==> config.mk <==
export PLATFORM = sky130hd
export DESIGN_NAME = irq_pin_servicer
export DESIGN_NICKNAME = d
export VERILOG_FILES = /design/src/rtl/pinsvc_pkg.sv /design/src/rtl/pinsvc_ctrl.sv /design/src/rtl/pinsvc_msg.sv /design/src/rtl/irq_pin_servicer.sv
export SDC_FILE = /design/constraint.sdc
export NUM_CORES = 1
export LEC_CHECK = 0
export ABC_AREA = 1
export BUFFER_PORTS_ARGS = -buffer_cell sky130_fd_sc_hd__buf_2
export CORE_MARGIN = 3
export CORE_UTILIZATION = 45
export DETAILED_ROUTE_END_ITERATION = 6
export HOLD_SLACK_MARGIN = 0.12
export PLACE_DENSITY_LB_ADDON = 0.3
export REMOVE_ABC_BUFFERS = 1
export SLEW_MARGIN = 30
export SYNTH_ARGS = -nofsm -noshare
export SYNTH_HDL_FRONTEND = slang
export SYNTH_SLANG_ARGS = --single-unit
export TNS_END_PERCENT = 30
==> constraint.sdc <==
create_clock -name clk -period 2.2 [get_ports clk]
set_input_delay 0.44 -clock clk [delete_from_list [all_inputs] [get_ports clk]]
set_output_delay 0.44 -clock clk [all_outputs]
set_load 0.005 [all_outputs]
==> src/rtl/pinsvc_pkg.sv <==
package pinsvc_pkg;
  // Pin index width carried between control and datapath (up to 64 pins).
  localparam int MaxPinW = 6;

  typedef struct packed {
    logic               load;  // capture a new message this cycle
    logic [MaxPinW-1:0] pin;   // pin whose entry is captured
  } msgCtl_t;
endpackage

==> src/rtl/pinsvc_ctrl.sv <==
module pinsvc_ctrl
  import pinsvc_pkg::*;
#(
  parameter int NUM_PINS     = 8,
  parameter int VEC_W        = 8,
  parameter int STORM_LIMIT  = 10000,
  parameter int DEFER_CYCLES = 1250000
) (
  input  logic                      clk,
  input  logic                      rstN,
  input  logic [NUM_PINS-1:0]       pinLevel,
  input  logic [NUM_PINS-1:0]       cfgLevelTrig,
  input  logic [NUM_PINS-1:0]       cfgMask,
  input  logic [NUM_PINS*VEC_W-1:0] cfgVector,
  input  logic                      eoiValid,
  input  logic [VEC_W-1:0]          eoiVector,
  input  logic                      directedEoi,
  input  logic                      msgValid,
  input  logic                      msgReady,
  input  logic                      msgLevelTrig,
  input  logic [MaxPinW-1:0]        msgPin,
  output msgCtl_t                   ctl,
  output logic [NUM_PINS-1:0]       irr,
  output logic [NUM_PINS-1:0]       remoteIrr,
  output logic [NUM_PINS-1:0]       coalesced
);
  localparam int CNT_W = $clog2(STORM_LIMIT + 1);
  localparam int TMR_W = $clog2(DEFER_CYCLES + 1);
  localparam logic [CNT_W-1:0] CntTop = CNT_W'(STORM_LIMIT - 1);
  localparam logic [TMR_W-1:0] TmrTop = TMR_W'(DEFER_CYCLES - 1);

  logic [NUM_PINS-1:0] prevLevel, rise, fall, hold, newHold, eligible;
  logic                accept, timerActive, timerFire;
  logic [TMR_W-1:0]    timerCnt;

  assign rise      = pinLevel & ~prevLevel;
  assign fall      = ~pinLevel & prevLevel;
  assign accept    = msgValid && msgReady;
  assign timerFire = timerActive && (timerCnt == TmrTop);
  assign eligible  = irr & ~cfgMask & ~hold & (~cfgLevelTrig | ~remoteIrr);

  // Per-pin request, in-service, storm counter and hold state.
  for (genvar p = 0; p < NUM_PINS; p++) begin : g_pin
    logic [CNT_W-1:0] eoiCnt;
    logic             acceptHit, eoiHit, eoiRepeat;

    assign acceptHit  = accept && (msgPin == MaxPinW'(p));
    assign eoiHit     = eoiValid && !directedEoi && cfgLevelTrig[p] &&
                        (cfgVector[p*VEC_W +: VEC_W] == eoiVector);
    assign eoiRepeat  = eoiHit && irr[p] && !cfgMask[p];
    assign newHold[p] = eoiRepeat && (eoiCnt == CntTop);

    always_ff @(posedge clk or negedge rstN) begin
      if (!rstN) begin
        prevLevel[p] <= 1'b0;
        coalesced[p] <= 1'b0;
        irr[p]       <= 1'b0;
        remoteIrr[p] <= 1'b0;
        hold[p]      <= 1'b0;
        eoiCnt       <= '0;
      end else begin
        prevLevel[p] <= pinLevel[p];
        coalesced[p] <= rise[p] && !cfgLevelTrig[p] && irr[p];
        if (acceptHit && !msgLevelTrig)      irr[p] <= 1'b0;
        else if (fall[p] && cfgLevelTrig[p]) irr[p] <= 1'b0;
        else if (rise[p])                    irr[p] <= 1'b1;
        if (acceptHit && msgLevelTrig) remoteIrr[p] <= 1'b1;
        else if (eoiHit)               remoteIrr[p] <= 1'b0;
        if (eoiRepeat)   eoiCnt <= newHold[p] ? '0 : eoiCnt + 1'b1;
        else if (eoiHit) eoiCnt <= '0;
        hold[p] <= newHold[p] | (hold[p] & ~timerFire);
      end
    end

    a_r2_level_fall_clears: assert property (@(posedge clk) disable iff (!rstN)
      (cfgLevelTrig[p] && $fell(pinLevel[p]) && !(acceptHit && !msgLevelTrig)) |=> !irr[p]);
    a_r7_edge_accept_clears: assert property (@(posedge clk) disable iff (!rstN)
      (accept && !msgLevelTrig && msgPin == MaxPinW'(p)) |=> !irr[p]);
    a_r7_level_accept_sets: assert property (@(posedge clk) disable iff (!rstN)
      (accept && msgLevelTrig && msgPin == MaxPinW'(p)) |=> remoteIrr[p]);
    a_r10_count_bounded: assert property (@(posedge clk) disable iff (!rstN)
      eoiCnt < CNT_W'(STORM_LIMIT));
  end

  // Single shared deferral timer.
  always_ff @(posedge clk or negedge rstN) begin
    if (!rstN) begin
      timerActive <= 1'b0;
      timerCnt    <= '0;
    end else if ((|newHold) && (!timerActive || timerFire)) begin
      timerActive <= 1'b1;
      timerCnt    <= '0;
    end else if (timerFire) begin
      timerActive <= 1'b0;
    end else if (timerActive) begin
      timerCnt <= timerCnt + 1'b1;
    end
  end

  // Lowest eligible index wins; only when no message is outstanding.
  always_comb begin
    ctl.pin  = '0;
    ctl.load = !msgValid && (|eligible);
    for (int p = NUM_PINS - 1; p >= 0; p--) begin
      if (eligible[p]) ctl.pin = MaxPinW'(p);
    end
  end

  a_r10_hold_needs_timer: assert property (@(posedge clk) disable iff (!rstN)
    (|hold) |-> timerActive);
endmodule

==> src/rtl/pinsvc_msg.sv <==
module pinsvc_msg
  import pinsvc_pkg::*;
#(
  parameter int NUM_PINS = 8,
  parameter int VEC_W    = 8,
  parameter int DEST_W   = 8,
  parameter int MODE_W   = 3
) (
  input  logic                       clk,
  input  logic                       rstN,
  input  msgCtl_t                    ctl,
  input  logic [NUM_PINS*VEC_W-1:0]  cfgVector,
  input  logic [NUM_PINS*DEST_W-1:0] cfgDest,
  input  logic [NUM_PINS-1:0]        cfgDestMode,
  input  logic [NUM_PINS*MODE_W-1:0] cfgDelivMode,
  input  logic [NUM_PINS-1:0]        cfgLevelTrig,
  input  logic                       msgReady,
  output logic                       msgValid,
  output logic [VEC_W-1:0]           msgVector,
  output logic [DEST_W-1:0]          msgDest,
  output logic                       msgDestMode,
  output logic [MODE_W-1:0]          msgDelivMode,
  output logic                       msgLevelTrig,
  output logic [MaxPinW-1:0]         msgPin
);
  logic [VEC_W-1:0]  selVector;
  logic [DEST_W-1:0] selDest;
  logic [MODE_W-1:0] selDeliv;
  logic              selDestMode, selLevel;

  always_comb begin
    selVector   = '0;
    selDest     = '0;
    selDeliv    = '0;
    selDestMode = 1'b0;
    selLevel    = 1'b0;
    for (int p = 0; p < NUM_PINS; p++) begin
      if (ctl.pin == MaxPinW'(p)) begin
        selVector   = cfgVector[p*VEC_W +: VEC_W];
        selDest     = cfgDest[p*DEST_W +: DEST_W];
        selDeliv    = cfgDelivMode[p*MODE_W +: MODE_W];
        selDestMode = cfgDestMode[p];
        selLevel    = cfgLevelTrig[p];
      end
    end
  end

  always_ff @(posedge clk or negedge rstN) begin
    if (!rstN) begin
      msgValid     <= 1'b0;
      msgVector    <= '0;
      msgDest      <= '0;
      msgDestMode  <= 1'b0;
      msgDelivMode <= '0;
      msgLevelTrig <= 1'b0;
      msgPin       <= '0;
    end else if (ctl.load) begin
      msgValid     <= 1'b1;
      msgVector    <= selVector;
      msgDest      <= selDest;
      msgDestMode  <= selDestMode;
      msgDelivMode <= selDeliv;
      msgLevelTrig <= selLevel;
      msgPin       <= ctl.pin;
    end else if (msgValid && msgReady) begin
      msgValid <= 1'b0;
    end
  end

  a_r6_hold_stable: assert property (@(posedge clk) disable iff (!rstN)
    (msgValid && !msgReady) |=> (msgValid && $stable(msgVector) && $stable(msgDest) &&
      $stable(msgDestMode) && $stable(msgDelivMode) && $stable(msgPin)));
  a_r6_no_overwrite: assert property (@(posedge clk) disable iff (!rstN)
    ctl.load |-> !msgValid);
endmodule

==> src/rtl/irq_pin_servicer.sv <==
module irq_pin_servicer
  import pinsvc_pkg::*;
#(
  parameter int NUM_PINS     = 8,
  parameter int VEC_W        = 8,
  parameter int DEST_W       = 8,
  parameter int MODE_W       = 3,
  parameter int STORM_LIMIT  = 10000,
  parameter int DEFER_CYCLES = 1250000
) (
  input  logic                       clk,
  input  logic                       rstN,
  input  logic [NUM_PINS-1:0]        pinLevel,
  input  logic [NUM_PINS*VEC_W-1:0]  cfgVector,
  input  logic [NUM_PINS*DEST_W-1:0] cfgDest,
  input  logic [NUM_PINS-1:0]        cfgDestMode,
  input  logic [NUM_PINS*MODE_W-1:0] cfgDelivMode,
  input  logic [NUM_PINS-1:0]        cfgLevelTrig,
  input  logic [NUM_PINS-1:0]        cfgMask,
  input  logic                       eoiValid,
  input  logic [VEC_W-1:0]           eoiVector,
  input  logic                       directedEoi,
  input  logic                       msgReady,
  output logic                       msgValid,
  output logic [VEC_W-1:0]           msgVector,
  output logic [DEST_W-1:0]          msgDest,
  output logic                       msgDestMode,
  output logic [MODE_W-1:0]          msgDelivMode,
  output logic                       msgLevelTrig,
  output logic [MaxPinW-1:0]         msgPin,
  output logic [NUM_PINS-1:0]        irr,
  output logic [NUM_PINS-1:0]        remoteIrr,
  output logic [NUM_PINS-1:0]        coalesced
);
  msgCtl_t ctl;

  pinsvc_ctrl #(
    .NUM_PINS(NUM_PINS), .VEC_W(VEC_W),
    .STORM_LIMIT(STORM_LIMIT), .DEFER_CYCLES(DEFER_CYCLES)
  ) u_ctrl (
    .clk(clk), .rstN(rstN), .pinLevel(pinLevel), .cfgLevelTrig(cfgLevelTrig),
    .cfgMask(cfgMask), .cfgVector(cfgVector), .eoiValid(eoiValid),
    .eoiVector(eoiVector), .directedEoi(directedEoi), .msgValid(msgValid),
    .msgReady(msgReady), .msgLevelTrig(msgLevelTrig), .msgPin(msgPin),
    .ctl(ctl), .irr(irr), .remoteIrr(remoteIrr), .coalesced(coalesced)
  );

  pinsvc_msg #(
    .NUM_PINS(NUM_PINS), .VEC_W(VEC_W), .DEST_W(DEST_W), .MODE_W(MODE_W)
  ) u_msg (
    .clk(clk), .rstN(rstN), .ctl(ctl), .cfgVector(cfgVector), .cfgDest(cfgDest),
    .cfgDestMode(cfgDestMode), .cfgDelivMode(cfgDelivMode),
    .cfgLevelTrig(cfgLevelTrig), .msgReady(msgReady), .msgValid(msgValid),
    .msgVector(msgVector), .msgDest(msgDest), .msgDestMode(msgDestMode),
    .msgDelivMode(msgDelivMode), .msgLevelTrig(msgLevelTrig), .msgPin(msgPin)
  );
endmodule

; Word-level counts from Yosys, hierarchy flattened
; Cells that the tools add are included.
[totals]
output_inout_bits = 52
register_bits = 202
word_cells = 392
input_bits = 197
[op_classes]
add_sub_neg = 9
n_eq_ne = 32
bitwise_logic = 29
reduce_logical = 146
mux = 119
[op_table]
columns = op, n
row1 = $mux 14, 24
row2 = $mux 8, 16
row3 = $add 14x1->14 const B, 8
row4 = $eq 14x14->1 const B, 8
row5 = $logic_and 1x1->1, 93
row6 = $eq 8x8->1, 8
row7 = $mux 21, 3
row8 = $mux 1, 60
row9 = $mux 3, 16
row10 = $not 8->8, 6
row11 = $and 8x8->8, 5
row12 = $reduce_bool 2->1, 19
row13 = $eq 6x3->1 const B, 4
row14 = $reduce_bool 3->1, 8
row15 = $add 21x1->21 const B, 1
row16 = $eq 21x21->1 const B, 1
row17 = $logic_not 1->1, 20
row18 = $reduce_or 8->1, 2
row19 = $eq 3x3->1 const B, 4
row20 = $eq 6x2->1 const B, 2
row21 = $logic_not 6->1, 2
row22 = $and 1x1->1, 8
row23 = $or 1x1->1, 8
row24 = $or 8x8->8, 1
row25 = 7 further kinds, 8

; Longest topological paths before layout
[logic_depth]
ltp_word = 21
ltp_mapped = 20
ltp_nobuf = 19

; Modules after synthesis
; Synthesis repeated with hierarchy kept, for this count alone.
[unflattened]
cells_unflattened = 1832
hier_area_um2 = 13399.1
[by_module_without_submodules]
columns = module, seq_area_each_um2, cells_each, instances, area_per_inst_um2
row1 = pinsvc_ctrl, 4354.2, 1397, 1, 10749.1
row2 = pinsvc_msg, 700.7, 435, 1, 2650.0

; Worst setup path before layout
; No wires, ideal clock.
[synth_path]
kind = input port to flip-flop
from = input eoiVector[1]
to = register u_ctrl.timerCnt[19]
setup_time_ns = 0.124
path_slack_ns = 0.174
path_stages = 10
arrival_time_ns = 1.902
n_path_buf = 1
path_cell_list = buf_4 xor2_1 or2_2 nor3_4 nand2_1 or2_1 nand4_1 nor2_1 nor2_1 o21bai_1
[synth_via]
elab_chain_cells = 9
elab_cells_between_ends = 46
classes_between = eq/ne: 9 / mux: 1 / reduce/logical: 36
[synth_lines]
columns = element, line
row1 = from (decl), irq_pin_servicer.sv:21  ; input logic [VEC_W-1:0] eoiVector,
row2 = $eq 8x8->1, pinsvc_ctrl.sv:49  ; (cfgVector[p*VEC_W +: VEC_W] == eoiVector);
row3 = $logic_and 1x1->1, pinsvc_ctrl.sv:48  ; assign eoiHit = eoiValid && !directedEoi && cfgLevelTrig[p] &&
row4 = $logic_and 1x1->1 (2 in a row), pinsvc_ctrl.sv:50  ; assign eoiRepeat = eoiHit && irr[p] && !cfgMask[p];
row5 = $logic_and 1x1->1, pinsvc_ctrl.sv:51  ; assign newHold[p] = eoiRepeat && (eoiCnt == CntTop);
row6 = $reduce_or 8->1 (*), pinsvc_ctrl.sv:90  ; end else if ((|newHold) && (!timerActive || timerFire)) begin
row7 = $logic_and 1x1->1 (*), pinsvc_ctrl.sv:90
row8 = $ne 2x2->1 (no line) / $reduce_bool 2->1 (equally long branches), --
row9 = $reduce_and 2->1 (no line), --
row10 = to (signal assigned), pinsvc_ctrl.sv:96  ; timerCnt <= timerCnt + 1'b1;
row11 = to (decl), pinsvc_ctrl.sv:34  ; logic [TMR_W-1:0] timerCnt;
; Mark *: on every way between the ends. The rest lies on a longest branch, timed or not.
; A chain may end at the register's enable or synchronous reset.

; Worst setup path after layout
[layout_path]
from = register u_ctrl.irr[2]
to = register u_msg.msgDest[6]
[layout_via]
elab_chain_cells = 15
elab_cells_between_ends = 24
classes_between = eq/ne: 7 / mux: 11 / bitwise: 3 / reduce/logical: 3
[layout_lines]
columns = element, line
row1 = from (decl), pinsvc_ctrl.sv:23  ; output logic [NUM_PINS-1:0] irr,
row2 = "from (signal, indexed assignment)", pinsvc_ctrl.sv:57  ; irr[p] <= 1'b0;
row3 = "from (signal, indexed assignment)", pinsvc_ctrl.sv:64  ; if (acceptHit && !msgLevelTrig) irr[p] <= 1'b0;
row4 = "from (signal, indexed assignment)", pinsvc_ctrl.sv:65  ; else if (fall[p] && cfgLevelTrig[p]) irr[p] <= 1'b0;
row5 = $and 8x8->8 (*) (3 in a row), pinsvc_ctrl.sv:40  ; assign eligible = irr & ~cfgMask & ~hold & (~cfgLevelTrig | ~remoteIrr);
row6 = $mux 3 (3 in a row), pinsvc_ctrl.sv:105  ; if (eligible[p]) ctl.pin = MaxPinW'(p);
row7 = $logic_not 6->1, pinsvc_msg.sv:38  ; if (ctl.pin == MaxPinW'(p)) begin
row8 = $mux 8 (8 in a row), pinsvc_msg.sv:38
row9 = to (signal assigned), pinsvc_msg.sv:60  ; msgDest <= selDest;
row10 = to (decl), pinsvc_msg.sv:20  ; output logic [DEST_W-1:0] msgDest,
; Marks and branches as above.

==> run summary <==
The flow ran to the end, but the final reports show violations. The final reports fail on DRC, setup timing. The analysis attributes to cell leakage a power of roughly 9.7 nW. The initialized floorplan defines 62 standard-cell rows. The CTS H-tree depth came out at 4. Data arrives at the worst endpoint at ~2600 ps. The width of the die came out at 178 um.

The number of distinct library cell variants in the gate-level netlist after synthesis is between 50 and 60. The final-report max-slew violation count is 0. The peak clock frequency supported by timing came out at approximately 450 MHz. The number of cells on the worst hold path came out at 2. The congestion estimate from routability-driven global placement came to roughly 1. The post-route netlist has between 30 and 40% of its cells at a drive strength greater than 1. TritonCTS built the clock tree. The number of sinks handled by clock tree synthesis came out at a little under 200. Summing over every cut layer, the via total after detailed routing is about 15000. The area inside the core boundary came out at 28900 um^2. The sum of internal, switching and leakage power came out at between 8 and 9 mW. The overall overflow remaining after global route is 0. The launching element type of the critical path is a flop. Among all cell types in the netlist, the one instantiated most often is nand2_1. Summing all placed instances gives a cell area of around 17000 um^2. The biggest fanout along the worst timing path came out at 8.

The path class of the tightest hold or removal check is input port to flop. The most used flip-flop cell after synthesis is dfrtp_1. Sorting the synthesized cells by how often they occur yields nand2_1 (380), inv_1 (235), dfrtp_1 (199). The via count of the first global-routing pass came to ~15000. The total power per unit cell area came out at around 490 nW/um^2. The first-pass GRT wire length came out at around 77 mm. The cell area after technology mapping is approximately 13000 um^2. The post-synthesis register bit count is 199. Buffers inserted during clock tree synthesis total 17. The final cell area excluding filler cells is ~18000 um^2. The clock slew at the register clock pins of the worst setup and hold paths is ~80 ps.

By startpoint and endpoint, the worst setup path is classified as flop to flop. The total number of nets in the final design came out at about 2600. The worst setup path is captured at a flop.

The setup slack after layout is -8.66 ps. Detailed placement ended at an HPWL of about 40 mm. The largest incremental delay on the critical path came out at 390 ps.

Setup repair after global routing could not meet its margin everywhere. The routed design could run at a clock period as short as ~2200 ps. The post-detailed-route via-to-cell ratio is approximately 5.5.

The final setup skew came out at approximately 16 ps. The effective utilization at floorplan is a little under half. The portion of synthesized cell area occupied by the leading cell type came out at 37.4%. The dominant cell type by area after synthesis is dfrtp_1. The pin count of the biggest net entering global routing is between 70 and 80.

The average instance in the mapped netlist occupies 7.22 um^2. The global-route usage over all layers came out at between 30% and 40%. Clock latency on the worst-skew pair, taken at its later pin, is approximately 460 ps. The share of flip-flops with an asynchronous set or reset after synthesis is between 90% and 100%. The I/O pin total is between 200 and 250. Counting cells, the worst reg-to-reg path comes to 15. The count of final hold-check violations is 0. The headroom to the max-slew limit is between 60% and 70%. The iteration-0 DRC count of the detailed router came out at between 1000 and 1500. The floorplan die area came out at roughly 32000 um^2.

The initial antenna violation count came out at 5. Synthesis produced a netlist whose cell count is ~1800. The fraction of the cycle the final worst path needs is 100%. The sequential-to-total area share from yosys stat came out at 37.4%. The post-detailed-route count of antenna-violating nets is 0. During placement, the flow inserted port buffers numbering 245. The worst slack at placement came out at -321 ps. The max-capacitance violation count came out at 0. The number of enable flip-flop cells after synthesis is 0. Setup violations remaining at the end of the flow were counted as 1. The detailed-route wire length per cell came out at roughly 18 um. The die outline height is about 180 um. The maximum buffer depth of the clock tree is 2. The minimum hold slack is approximately 250 ps.

STA puts the critical path data required time at roughly 2500 ps. By instance count, the cell type seen most on the critical path is nand2_1. The measured slew at the worst slew-check pin is 596 ps. The pre-antenna-repair detailed-routing pass consisted of 7 iterations. By area the synthesized netlist is led by dfrtp_1 (37%), nand2_1 (11%), inv_1 (6.6%). CTS placed an instance of clkbuf_16 at the clock tree root.

For this run, design rule violations remaining after detail routing come to 1. The total wirelength of the detailed-routed design is between 40 and 50 mm. The count of synthesis-stage warnings from yosys came out at 0.

The cell at the slowest stage of the critical path is dfrtp_1. VDD sags by at most about 0.57 mV. The signal on the critical path passes through inv_2 > nor2_1 > buf_4 > nand3b_1 > nand2_2 > o21bai_4 > buf_6 > nor2_4 > nand2_4 > inv_6 > clkbuf_16 > a21oi_2 > nand4_1 > nand2_1 > nand2_1. The post-synthesis to final-layout area growth is 37.6%.
registers in the layout, summed over array words and instances, names as in the netlist:
register and count:
u_ctrl.g_pin.eoiCnt 112, u_ctrl.timerCnt 21, u_ctrl.coalesced 8, u_ctrl.hold 8
u_ctrl.irr 8, u_ctrl.prevLevel 8, u_ctrl.remoteIrr 8, u_msg.msgDest 8
u_msg.msgVector 8, u_msg.msgDelivMode 3, u_msg.msgPin 3, u_ctrl.timerActive 1
u_msg.msgDestMode 1, u_msg.msgLevelTrig 1, u_msg.msgValid 1
metal layers:
metal / part of all wire (%) / wire (um) / GRT usage (%) / up-vias
met1: 39 / 19300 / 36.8 / 7185
li1: - / - / - / 7280
met3: 7.2 / 3610 / 5.63 / 174
met2: 49 / 24200 / 53.8 / 704
met4: 5.2 / 2610 / 14.1 / 8
met5: 0.092 / 46 / 0 / -
worst max-delay path, delay by kind of cell (launching register included):
kind | cells | cell delay, ps
AOI/OAI and AO/OA | 2 | 490
buffers and inverters | 5 | 580
and+or+nand+nor | 8 | 620
DFF | 1 | 390
cell families after synthesis:
family	synth area share [%]
flip-flops	37.4
AND/OR/NAND/NOR	36.5
adder cells (fa/ha/maj)	0.847
buffers and inverters	9.40
XOR/XNOR	4.68
AO/OA/AOI/OAI	11.1
other	0.0282
layout make-up:
class	count	area [um^2]
clock buffer	17	425
clock inverter	15	209
tap	384	480
inverter	260	986
timing repair buffer	564	3900
sequential	199	4980
fill	2584	10600
multi-input combinational	1338	7310
antenna	1	2.50
metrics by stage:
step / utilization [%] / cells / setup TNS [ps]
2_1_floorplan: - / 1797 / -10650
3_3_place_gp: 59.1 / 2721 / -6790
3_5_place_dp: 59.1 / 2721 / -9200
4_1_cts: 61.8 / 2764 / 0
5_1_grt: 63.2 / 2778 / -1550
6_report: 63.2 / 2778 / -8.66
where the power goes:
group | switching, mW | internal, mW | leakage, nW
logic | 0.866 | 0.695 | 7.09
registers | 0.152 | 3.83 | 2.26
clock network | 1.63 | 1.75 | 0.308
total | 2.65 | 6.28 | 9.66
placed cells by master, fill, tap and decap left out, drive strengths merged, types with 6 or more instances in the layout:
master	count
clkbuf	20
dlygate4sd3	9
ha	9
nand3	162
nor2	194
a21oi	49
nor3	63
a32o	21
and3	6
nand4	115
inv	266
o22ai	37
xnor2	17
nand2	388
nand3b	11
buf	552
nor4	36
xor2	54
dfrtp	199
o21ai	101
clkinv	7
or2	32
o32ai	9
timing repair:
action                     4_1_cts  5_1_grt
setup buffers                    2        8
gates cloned                     0        6
hold buffers                     9        0
setup endpoints to repair       21       44
resized for setup               11       81
hold endpoints to repair       207        0
pin swaps                        6       21
worst paths after layout:
check,from,to,slack [ps]
hold reg to reg,u_ctrl.prevLevel[1],u_ctrl.coalesced[1],460
setup reg to reg,u_ctrl.irr[2],u_msg.msgDest[6],-9
max in group asynchronous,rstN,u_ctrl.g_pin[4].eoiCnt[11],1230
min in group asynchronous,rstN,u_ctrl.g_pin[2].eoiCnt[6],380
hold / removal,msgReady,u_msg.msgValid,250
setup / recovery,u_ctrl.irr[2],u_msg.msgDest[6],-9
Note: power is estimated with default switching activity, not from simulation.
